==> config.mk <==
export PLATFORM = sky130hd
export DESIGN_NAME = dma_chain_master
export DESIGN_NICKNAME = d
export VERILOG_FILES = /design/src/rtl/dma_chain_pkg.sv /design/src/rtl/dma_grant_link.sv /design/src/rtl/dma_chain_ctrl.sv /design/src/rtl/dma_chain_dp.sv /design/src/rtl/dma_chain_master.sv
export SDC_FILE = /design/constraint.sdc
export NUM_CORES = 1
export LEC_CHECK = 0
export ABC_CLOCK_PERIOD_IN_PS = 3700
export CORE_MARGIN = 4
export CORE_UTILIZATION = 48
export DETAILED_ROUTE_END_ITERATION = 10
export GPL_ROUTABILITY_DRIVEN = 0
export PLACE_DENSITY_LB_ADDON = 0.12
export RECOVER_POWER = 100
export SETUP_SLACK_MARGIN = 0.4
export SYNTH_ARGS = -nofsm -noshare
export SYNTH_HDL_FRONTEND = slang
export SYNTH_HIERARCHICAL = 1
export SYNTH_SLANG_ARGS = --single-unit
==> constraint.sdc <==
create_clock -name clk -period 3.7 [get_ports clk]
set_input_delay 1.11 -clock clk [delete_from_list [all_inputs] [get_ports clk]]
set_output_delay 1.11 -clock clk [all_outputs]
set_load 0.005 [all_outputs]
==> src/rtl/dma_chain_pkg.sv <==
`timescale 1ns/1ps
package dma_chain_pkg;
  localparam int ADDR_FIELDS = 3;

  typedef enum logic [1:0] {
    SEL_ADDR_LO  = 2'd0,
    SEL_ADDR_MID = 2'd1,
    SEL_ADDR_HI  = 2'd2,
    SEL_COUNT    = 2'd3
  } cfgSel_e;

  // control -> datapath strobes
  typedef struct packed {
    logic [ADDR_FIELDS-1:0] ldAddr;
    logic ldCount;
    logic step;      // one transfer completed on the memory bus
    logic takeTape;  // capture byte from tape port
    logic takeMem;   // capture byte from memory read data
  } dmaStrobe_t;
endpackage

==> src/rtl/dma_grant_link.sv <==
`timescale 1ns/1ps
module dma_grant_link (
  input  logic reqIn,
  input  logic ackIn,
  output logic ackOut,
  output logic grant
);
  // a pending local request consumes the acknowledge, otherwise it flows on
  assign grant  = ackIn & reqIn;
  assign ackOut = ackIn & ~reqIn;
endmodule

==> src/rtl/dma_chain_ctrl.sv <==
`timescale 1ns/1ps
module dma_chain_ctrl
  import dma_chain_pkg::*;
(
  input  logic       clk,
  input  logic       rstN,
  input  logic       cfgWe,
  input  logic [1:0] cfgSel,
  input  logic       rdOp,
  input  logic       wrOp,
  input  logic       tapeInValid,
  input  logic       tapeOutReady,
  input  logic       grant,
  input  logic       memReady,
  input  logic       lastByte,
  output dmaStrobe_t strb,
  output logic       dmaReq,
  output logic       memRd,
  output logic       memWr,
  output logic       tapeInReady,
  output logic       tapeOutValid,
  output logic       tcPulse
);
  logic armed, holdFull;
  logic modeRd, modeWr, xferDone, takeTape, drainTape;
  cfgSel_e selE;

  assign selE   = cfgSel_e'(cfgSel);
  assign modeRd = rdOp & ~wrOp;
  assign modeWr = wrOp & ~rdOp;

  assign dmaReq       = armed & ((modeRd & holdFull) | (modeWr & ~holdFull));
  assign memWr        = grant & modeRd;
  assign memRd        = grant & modeWr;
  assign xferDone     = grant & memReady;
  assign tapeInReady  = armed & modeRd & ~holdFull;
  assign tapeOutValid = modeWr & holdFull;
  assign takeTape     = tapeInValid & tapeInReady;
  assign drainTape    = tapeOutValid & tapeOutReady;

  always_comb begin
    strb = '0;
    for (int f = 0; f < ADDR_FIELDS; f++)
      strb.ldAddr[f] = cfgWe && (cfgSel == f[1:0]);
    strb.ldCount  = cfgWe && (selE == SEL_COUNT);
    strb.step     = xferDone;
    strb.takeTape = takeTape;
    strb.takeMem  = xferDone & modeWr;
  end

  always_ff @(posedge clk or negedge rstN) begin
    if (!rstN) begin
      armed    <= 1'b0;
      holdFull <= 1'b0;
      tcPulse  <= 1'b0;
    end else begin
      if (strb.ldCount)              armed <= 1'b1;
      else if (xferDone && lastByte) armed <= 1'b0;

      if (takeTape || strb.takeMem)              holdFull <= 1'b1;
      else if ((xferDone && modeRd) || drainTape) holdFull <= 1'b0;

      tcPulse <= xferDone & lastByte;
    end
  end

  // strobes and tape handshake only with exactly one mode bit set
  p_mode_gate_r9: assert property (@(posedge clk) disable iff (!rstN)
    (memRd || memWr || tapeInReady) |-> (rdOp ^ wrOp));

  // no request in the cycle after the final transfer
  p_req_drop_r8: assert property (@(posedge clk) disable iff (!rstN)
    (xferDone && lastByte && !strb.ldCount) |=> !dmaReq);

  // terminal pulse lasts one cycle unless the count is reloaded
  p_tc_single_r8: assert property (@(posedge clk) disable iff (!rstN)
    (tcPulse && !cfgWe && !strb.ldCount) |=> !tcPulse);
endmodule

==> src/rtl/dma_chain_dp.sv <==
`timescale 1ns/1ps
module dma_chain_dp
  import dma_chain_pkg::*;
#(
  parameter int ADDR_W = 23,
  parameter int CNT_W  = 16,
  parameter int BYTE_W = 8
) (
  input  logic                clk,
  input  logic                rstN,
  input  dmaStrobe_t          strb,
  input  logic [CNT_W-1:0]    cfgData,
  input  logic [BYTE_W-1:0]   tapeInData,
  input  logic [2*BYTE_W-1:0] memRData,
  output logic [ADDR_W-1:0]   memAddr,
  output logic                memBhe,
  output logic [2*BYTE_W-1:0] memWData,
  output logic [BYTE_W-1:0]   tapeOutData,
  output logic                lastByte
);
  localparam logic [ADDR_W-1:0] ADDR_ONE = {{(ADDR_W-1){1'b0}}, 1'b1};
  localparam logic [CNT_W-1:0]  CNT_ONE  = {{(CNT_W-1){1'b0}}, 1'b1};

  logic [ADDR_W-1:0] wordAddr, loadedAddr;
  logic              oddLane;
  logic [CNT_W-1:0]  remain;
  logic [BYTE_W-1:0] holdByte;

  // per-field load mux; the top field takes whatever width remains
  for (genvar f = 0; f < ADDR_FIELDS; f++) begin : g_field
    localparam int LO = f * BYTE_W;
    localparam int FW = (ADDR_W - LO < BYTE_W) ? (ADDR_W - LO) : BYTE_W;
    assign loadedAddr[LO +: FW] = strb.ldAddr[f] ? cfgData[FW-1:0] : wordAddr[LO +: FW];
  end

  always_ff @(posedge clk or negedge rstN) begin
    if (!rstN) begin
      wordAddr <= '0;
      oddLane  <= 1'b0;
      remain   <= '0;
      holdByte <= '0;
    end else begin
      if (|strb.ldAddr)            wordAddr <= loadedAddr;
      else if (strb.step && oddLane) wordAddr <= wordAddr + ADDR_ONE;

      if (strb.ldAddr[0])  oddLane <= 1'b0;
      else if (strb.step)  oddLane <= ~oddLane;

      if (strb.ldCount)                         remain <= cfgData;
      else if (strb.step && remain != '0)       remain <= remain - CNT_ONE;

      if (strb.takeTape)     holdByte <= tapeInData;
      else if (strb.takeMem) holdByte <= oddLane ? memRData[2*BYTE_W-1:BYTE_W]
                                                 : memRData[BYTE_W-1:0];
    end
  end

  assign memAddr     = wordAddr;
  assign memBhe      = oddLane;
  assign memWData    = {holdByte, holdByte};
  assign tapeOutData = holdByte;
  assign lastByte    = (remain == '0);

  // an even-lane transfer leaves the word address where it was
  p_even_hold_r5: assert property (@(posedge clk) disable iff (!rstN)
    (strb.step && !oddLane && !(|strb.ldAddr)) |=> $stable(memAddr));

  // every completed transfer flips the lane
  p_lane_flip_r5: assert property (@(posedge clk) disable iff (!rstN)
    (strb.step && !strb.ldAddr[0]) |=> (memBhe != $past(memBhe)));
endmodule

==> src/rtl/dma_chain_master.sv <==
`timescale 1ns/1ps
module dma_chain_master
  import dma_chain_pkg::*;
#(
  parameter int ADDR_W = 23,
  parameter int CNT_W  = 16,
  parameter int BYTE_W = 8
) (
  input  logic                clk,
  input  logic                rstN,
  input  logic                cfgWe,
  input  logic [1:0]          cfgSel,
  input  logic [CNT_W-1:0]    cfgData,
  input  logic                rdOp,
  input  logic                wrOp,
  input  logic                tapeInValid,
  input  logic [BYTE_W-1:0]   tapeInData,
  output logic                tapeInReady,
  output logic                tapeOutValid,
  output logic [BYTE_W-1:0]   tapeOutData,
  input  logic                tapeOutReady,
  output logic                dmaReq,
  input  logic                ackIn,
  output logic                ackOut,
  output logic [ADDR_W-1:0]   memAddr,
  output logic                memRd,
  output logic                memWr,
  output logic                memBhe,
  output logic [2*BYTE_W-1:0] memWData,
  input  logic [2*BYTE_W-1:0] memRData,
  input  logic                memReady,
  output logic                tcPulse
);
  dmaStrobe_t strb;
  logic grant, lastByte;

  dma_grant_link u_link (
    .reqIn (dmaReq),
    .ackIn (ackIn),
    .ackOut(ackOut),
    .grant (grant)
  );

  dma_chain_ctrl u_ctrl (
    .clk         (clk),
    .rstN        (rstN),
    .cfgWe       (cfgWe),
    .cfgSel      (cfgSel),
    .rdOp        (rdOp),
    .wrOp        (wrOp),
    .tapeInValid (tapeInValid),
    .tapeOutReady(tapeOutReady),
    .grant       (grant),
    .memReady    (memReady),
    .lastByte    (lastByte),
    .strb        (strb),
    .dmaReq      (dmaReq),
    .memRd       (memRd),
    .memWr       (memWr),
    .tapeInReady (tapeInReady),
    .tapeOutValid(tapeOutValid),
    .tcPulse     (tcPulse)
  );

  dma_chain_dp #(.ADDR_W(ADDR_W), .CNT_W(CNT_W), .BYTE_W(BYTE_W)) u_dp (
    .clk        (clk),
    .rstN       (rstN),
    .strb       (strb),
    .cfgData    (cfgData),
    .tapeInData (tapeInData),
    .memRData   (memRData),
    .memAddr    (memAddr),
    .memBhe     (memBhe),
    .memWData   (memWData),
    .tapeOutData(tapeOutData),
    .lastByte   (lastByte)
  );

  // a strobe on the bus means the acknowledge stopped here
  p_grant_block_r3: assert property (@(posedge clk) disable iff (!rstN)
    (memRd || memWr) |-> (ackIn && !ackOut));

  // never both strobes
  p_strobe_excl_r6: assert property (@(posedge clk) disable iff (!rstN)
    !(memRd && memWr));

  // a stalled access keeps address and lane
  p_stall_hold_r10: assert property (@(posedge clk) disable iff (!rstN)
    ((memRd || memWr) && !memReady && !cfgWe) |=> ($stable(memAddr) && $stable(memBhe)));
endmodule

Word-level counts from Yosys, hierarchy flattened
Index checks and enable logic that the tools add are counted.
{ "word_totals": {"register_bits": 51, "wordCells": 79} }
{ "classes": {"add_sub_neg": 2, "eq_ne": 6, "n_mux": 16, "bitwise": 23, "n_reduce_logical": 23} }
{ "ops": {"columns": ["cell", "n"], "rows": [
  ["2-to-1 mux 23 bit", 2],
  ["2-to-1 mux 8 bit", 5],
  ["2-to-1 mux 16 bit", 2],
  ["adder 23 x 1 -> 23 bit, second input constant", 1],
  ["AND 1 bit", 17],
  ["logical NOT 16 bit", 1],
  ["nonzero test 16 bit", 1],
  ["subtractor 16 x 1 -> 16 bit, second input constant", 1],
  ["nonzero test 2 bit", 6],
  ["logical AND 1 bit", 8],
  ["2-to-1 mux 7 bit", 1],
  ["2-to-1 mux 1 bit", 6],
  ["!= test 2 x 1 -> 1 bit, second input constant", 3],
  ["AND reduction 2 bit", 3],
  ["NOT 1 bit", 5],
  ["== test 2 bit, second input constant", 2],
  ["OR reduction 3 bit", 1],
  ["== test 2 x 1 -> 1 bit, second input constant", 1],
  ["logical NOT 2 bit", 1],
  ["logical OR 1 bit", 2],
  ["OR 1 bit", 1]
]} }

Logic depth before layout (Yosys ltp)
{ "depth": {"ltp_word": 11, "depth_mapped": 13} }

Cells and area by module
The synthesis kept the hierarchy.
{ "modules_own_cells": {"columns": ["module", "instances", "cells_per_inst", "area_each_um2", "seq_area_each_um2"], "rows": [
  ["dma_chain_dp", 1, 380, 3158.0, 1201.2],
  ["dma_chain_ctrl", 1, 30, 266.5, 75.1],
  ["dma_grant_link", 1, 2, 16.3, 0.0]
]} }

Worst setup path after synthesis
No wires, ideal clock.
{ "synth_timing": {"path_type": "input to register", "from": "in rdOp", "to": "reg u_dp.remain[15]", "t_arrival_ns": 3.663, "setup_slack_ns": -0.045, "cell_stages": 12, "n_path_buf": 2, "path_cell_list": "and2b_4 -> nand2b_2 -> a21oi_1 -> and2_2 -> nand2_1 -> inv_1 -> buf_4 -> buf_4 -> or4b_1 -> or4_4 -> or4_1 -> a31oi_1"} }
{ "synth_between": {"elab_chain_cells": 9, "elab_cells_between_ends": 11, "classes_between": "bitwise: 9; reduce/logical: 2"} }
{ "synth_lines": {"columns": ["element", "line", "rtl"], "rows": [
  ["start, declared", "dma_chain_master.sv:14", "input logic rdOp,"],
  ["NOT 1 bit", "dma_chain_ctrl.sv:30", "assign modeWr = wrOp & ~rdOp;"],
  ["AND 1 bit", "dma_chain_ctrl.sv:30", null],
  ["AND 1 bit", "dma_chain_ctrl.sv:32", "assign dmaReq = armed & ((modeRd & holdFull) | (modeWr & ~holdFull));"],
  ["OR 1 bit *", "dma_chain_ctrl.sv:32", null],
  ["AND 1 bit *", "dma_chain_ctrl.sv:32", null],
  ["named net dmaReq", "dma_chain_master.sv:22", "output logic dmaReq,"],
  ["AND 1 bit *", "dma_grant_link.sv:9", "assign grant = ackIn & reqIn;"],
  ["named net grant", "dma_chain_master.sv:35", "logic grant, lastByte;"],
  ["AND 1 bit *", "dma_chain_ctrl.sv:35", "assign xferDone = grant & memReady;"],
  ["named net u_ctrl.xferDone", "dma_chain_ctrl.sv:25", "logic modeRd, modeWr, xferDone, takeTape, drainTape;"],
  ["logical AND 1 bit *", "dma_chain_dp.sv:50", "else if (strb.step && remain != '0) remain <= remain - CNT_ONE;"],
  ["nonzero test 2 bit (no source line) *", null, null],
  ["end signal, assigned", "dma_chain_dp.sv:49", "if (strb.ldCount) remain <= cfgData;"],
  ["end signal, assigned", "dma_chain_dp.sv:50", null],
  ["end, declared", "dma_chain_dp.sv:26", "logic [CNT_W-1:0] remain;"]
]} }
The timed path passes the listed nets; every way through them passes the cells marked *.
A chain may end at the register's enable or synchronous reset.

==> impl_metrics.tcl <==
set metrics [dict create \
    finalSetupViolCount 0 \
    synth_area_um2 3440 \
    cts-buffers-inserted 5 \
    power.density_nw_per_um2 402 \
    grt_usage 0.227 \
    postRouteAntennaNets 0 \
    place_inst 599 \
    grt_overflow 0 \
    required_ps 3920 \
    yosys_register_bits 51 \
    cts-root-buf "clkbuf_8" \
    fin_area_um2 4630 \
    post-dp-hpwl_um 7410 \
    synth_edf_count 0 \
    layout_commonest_cell "dfrtp_1" \
    numPortBuffers 105 \
    critPathKind "in2reg" \
    p_total_mw 1.86 \
    fmax_mhz 299 \
    syn_inst 412 \
    ys_types 64 \
    busiest_layer "met2" \
    clock_latency_ps 300 \
    fin_crit_sh 0.903 \
    worstPathMaxFanout 4 \
    worstPathBufferInverterCount 2 \
    coreArea_um2 6870 \
    dieWidth_um 92.7 \
    grt_max_degree 40 \
    critical_path.top_delay_family "simple AND/OR/NAND/NOR gates" \
    hold_violations 0 \
    synth-seq-area-share 0.371 \
    synth.avg_cell_area_um2 8.35 \
    power.leakage_nw 1.85 \
    cts.sinks 51 \
    ctsHoldBuffers 0 \
    rows 30 \
    mostFrequentLayoutCells "51 x dfrtp_1, 50 x dlygate4sd3_1, 46 x clkdlybuf4s50_1" \
    global_route.usage.met3 0.0601 \
    vdd_drop_max_mv 0.201 \
    setup_tns_ps 0 \
    drc 0 \
    syn_nets 465 \
    vias 3598 \
    ys.flop_type "dfrtp_1" \
    drive_above_1_share 0.0824 \
    hold_path_class "reg2reg" \
    worst_path_max_delay_cell "or4b_4" \
    end_kind "flip-flop" \
    maxSlewViolCount 40 \
    placed_cell_area_um2 4600 \
    grt_util_met2 0.381 \
    viasPerCell 5.94 \
    die_h_um 92.7 \
    routedWlPerCell_um 16.0 \
    design.die.area_um2 8590 \
    drv_cap 1 \
    cts_tree "done" \
    area_growth_pct 34.5 \
    rsz0062_at_grt "yes" \
    tightest_slew_ps 2100 \
    fin_cells 606 \
    clk_pin_slew_ps 80 \
    slew_headroom -0.403 \
    initial_core_util 0.501 \
    totalWireLength_um 9670 \
    cts_setup_buffers 0 \
    critical_path_arrival_ps 3560 \
    fin_crit_ps 3340 \
    globalRouteMet1Util 0.299 \
    grt_pass1_vias 3516 \
    n_antenna_cell 0 \
    drtIter0Drc 206 \
    status "complete, but fails checks" \
    async_flop_share 1.00 \
    nets 563 \
    crit_path_start_kind "primary input" \
    ios 106 \
    fin_worst_skew_ps 9.77 \
    h-tree-depth 2 \
    antenna_found_initial 0 \
    crit_chain "clkbuf_1 -> and2b_4 -> nand2b_4 -> a21oi_4 -> and2_0 -> nand2_2 -> inv_1 -> or4b_4 -> or4_4 -> or4_1 -> a31oi_1" \
    slowest_delay_ps 470 \
    yosys_warnings 6 \
    grt_pass1_wl_um 16200 \
    clk_path_buf_depth 2 \
    drt_first_pass_iters 4 \
    violations "max-capacitance violations, max-slew violations" \
]
==> flip-flops by register name, summed over array words and instances (netlist names) <==
register,cells
u_dp/tapeOutData,8
u_dp/memBhe,1
u_ctrl/holdFull,1
u_dp/remain,16
u_ctrl/tcPulse,1
u_dp/memAddr,23
u_ctrl/armed,1
==> area by class of cell <==
cell class / count / area (µm²)
Multi-Input combinational cell: 306 / 1910
Inverter: 17 / 63.8
Sequential cell: 51 / 1280
Clock inverter: 1 / 5.00
Clock buffer: 6 / 82.6
Timing Repair Buffer: 129 / 1170
Tap cell: 96 / 120
Fill cell: 600 / 2240
==> Yosys cell counts (7+ instances only) <==
cell type	count	area, µm²
a21oi_1	19	95.1
a31oi_1	9	56.3
and3_1	10	62.6
buf_4	19	143
clkbuf_1	16	60.1
dfrtp_1	51	1280
inv_1	17	63.8
mux2i_1	9	90.1
nand2_1	37	139
nand3_1	21	105
nand4_1	8	50.1
nor2_1	38	143
nor3_1	7	35.0
nor4_1	7	43.8
o21ai_0	34	170
or3_1	7	43.8
==> metrics by stage <==
stage,util,setup WS [ps],hold WS (ps)
CTS,0.681,396,528
detailed placement,0.670,-233,517
global placement,0.670,-217,491
global route,0.674,215,551
finish,0.674,360,528
floorplan,-,138,474
==> per-layer routing <==
metal | part of all wire | wire length (µm)
met4 | 0.0055 | 53
met2 | 0.47 | 4530
met1 | 0.43 | 4190
met5 | 0 | 0
met3 | 0.092 | 890
==> worst paths after layout <==
check                                                   from                           end  slack (ps)  depth (start not counted)
min in group asynchronous                               rstN   u_dp/remain[10]$_DFFE_PN0P_        1420                          1
worst max register to register   u_ctrl/holdFull$_DFFE_PN0P_   u_dp/remain[15]$_DFFE_PN0P_         970                          9
max in group asynchronous                               rstN   u_dp/memAddr[6]$_DFFE_PN0P_        1090                          1
worst min-delay path            u_dp/memAddr[22]$_DFFE_PN0P_  u_dp/memAddr[22]$_DFFE_PN0P_         530                          1
worst max-delay path                                    rdOp   u_dp/remain[15]$_DFFE_PN0P_         360                         11
worst min register to register  u_dp/memAddr[22]$_DFFE_PN0P_  u_dp/memAddr[22]$_DFFE_PN0P_         530                          1
==> kinds of logic (layout without fill, tap and decap cells) <==
logic type	after synthesis	count (layout)	synth area share
buffers and inverters	55	153	0.0815
multiplexers	9	9	0.0262
adder cells (fa/ha/maj)	2	2	0.00727
XOR/XNOR	2	2	0.00509
flip-flops	51	51	0.371
AND/OR/NAND/NOR	174	174	0.276
AO/OA/AOI/OAI	119	119	0.233
==> where the power goes <==
| group | internal (mW) | switching, mW | leakage (nW) |
|---|---|---|---|
| sequential | 0.680 | 0.180 | 0.600 |
| clock | 0.147 | 0.174 | 0.0470 |
| combinational | 0.394 | 0.287 | 1.20 |
==> timing repair <==
item / 4_1_cts / 5_1_grt
endpoints found under the setup margin: 12 / 5
resized for setup: 23 / 3
pin swaps: 4 / 1
Power figures use the tool's default switching activity.
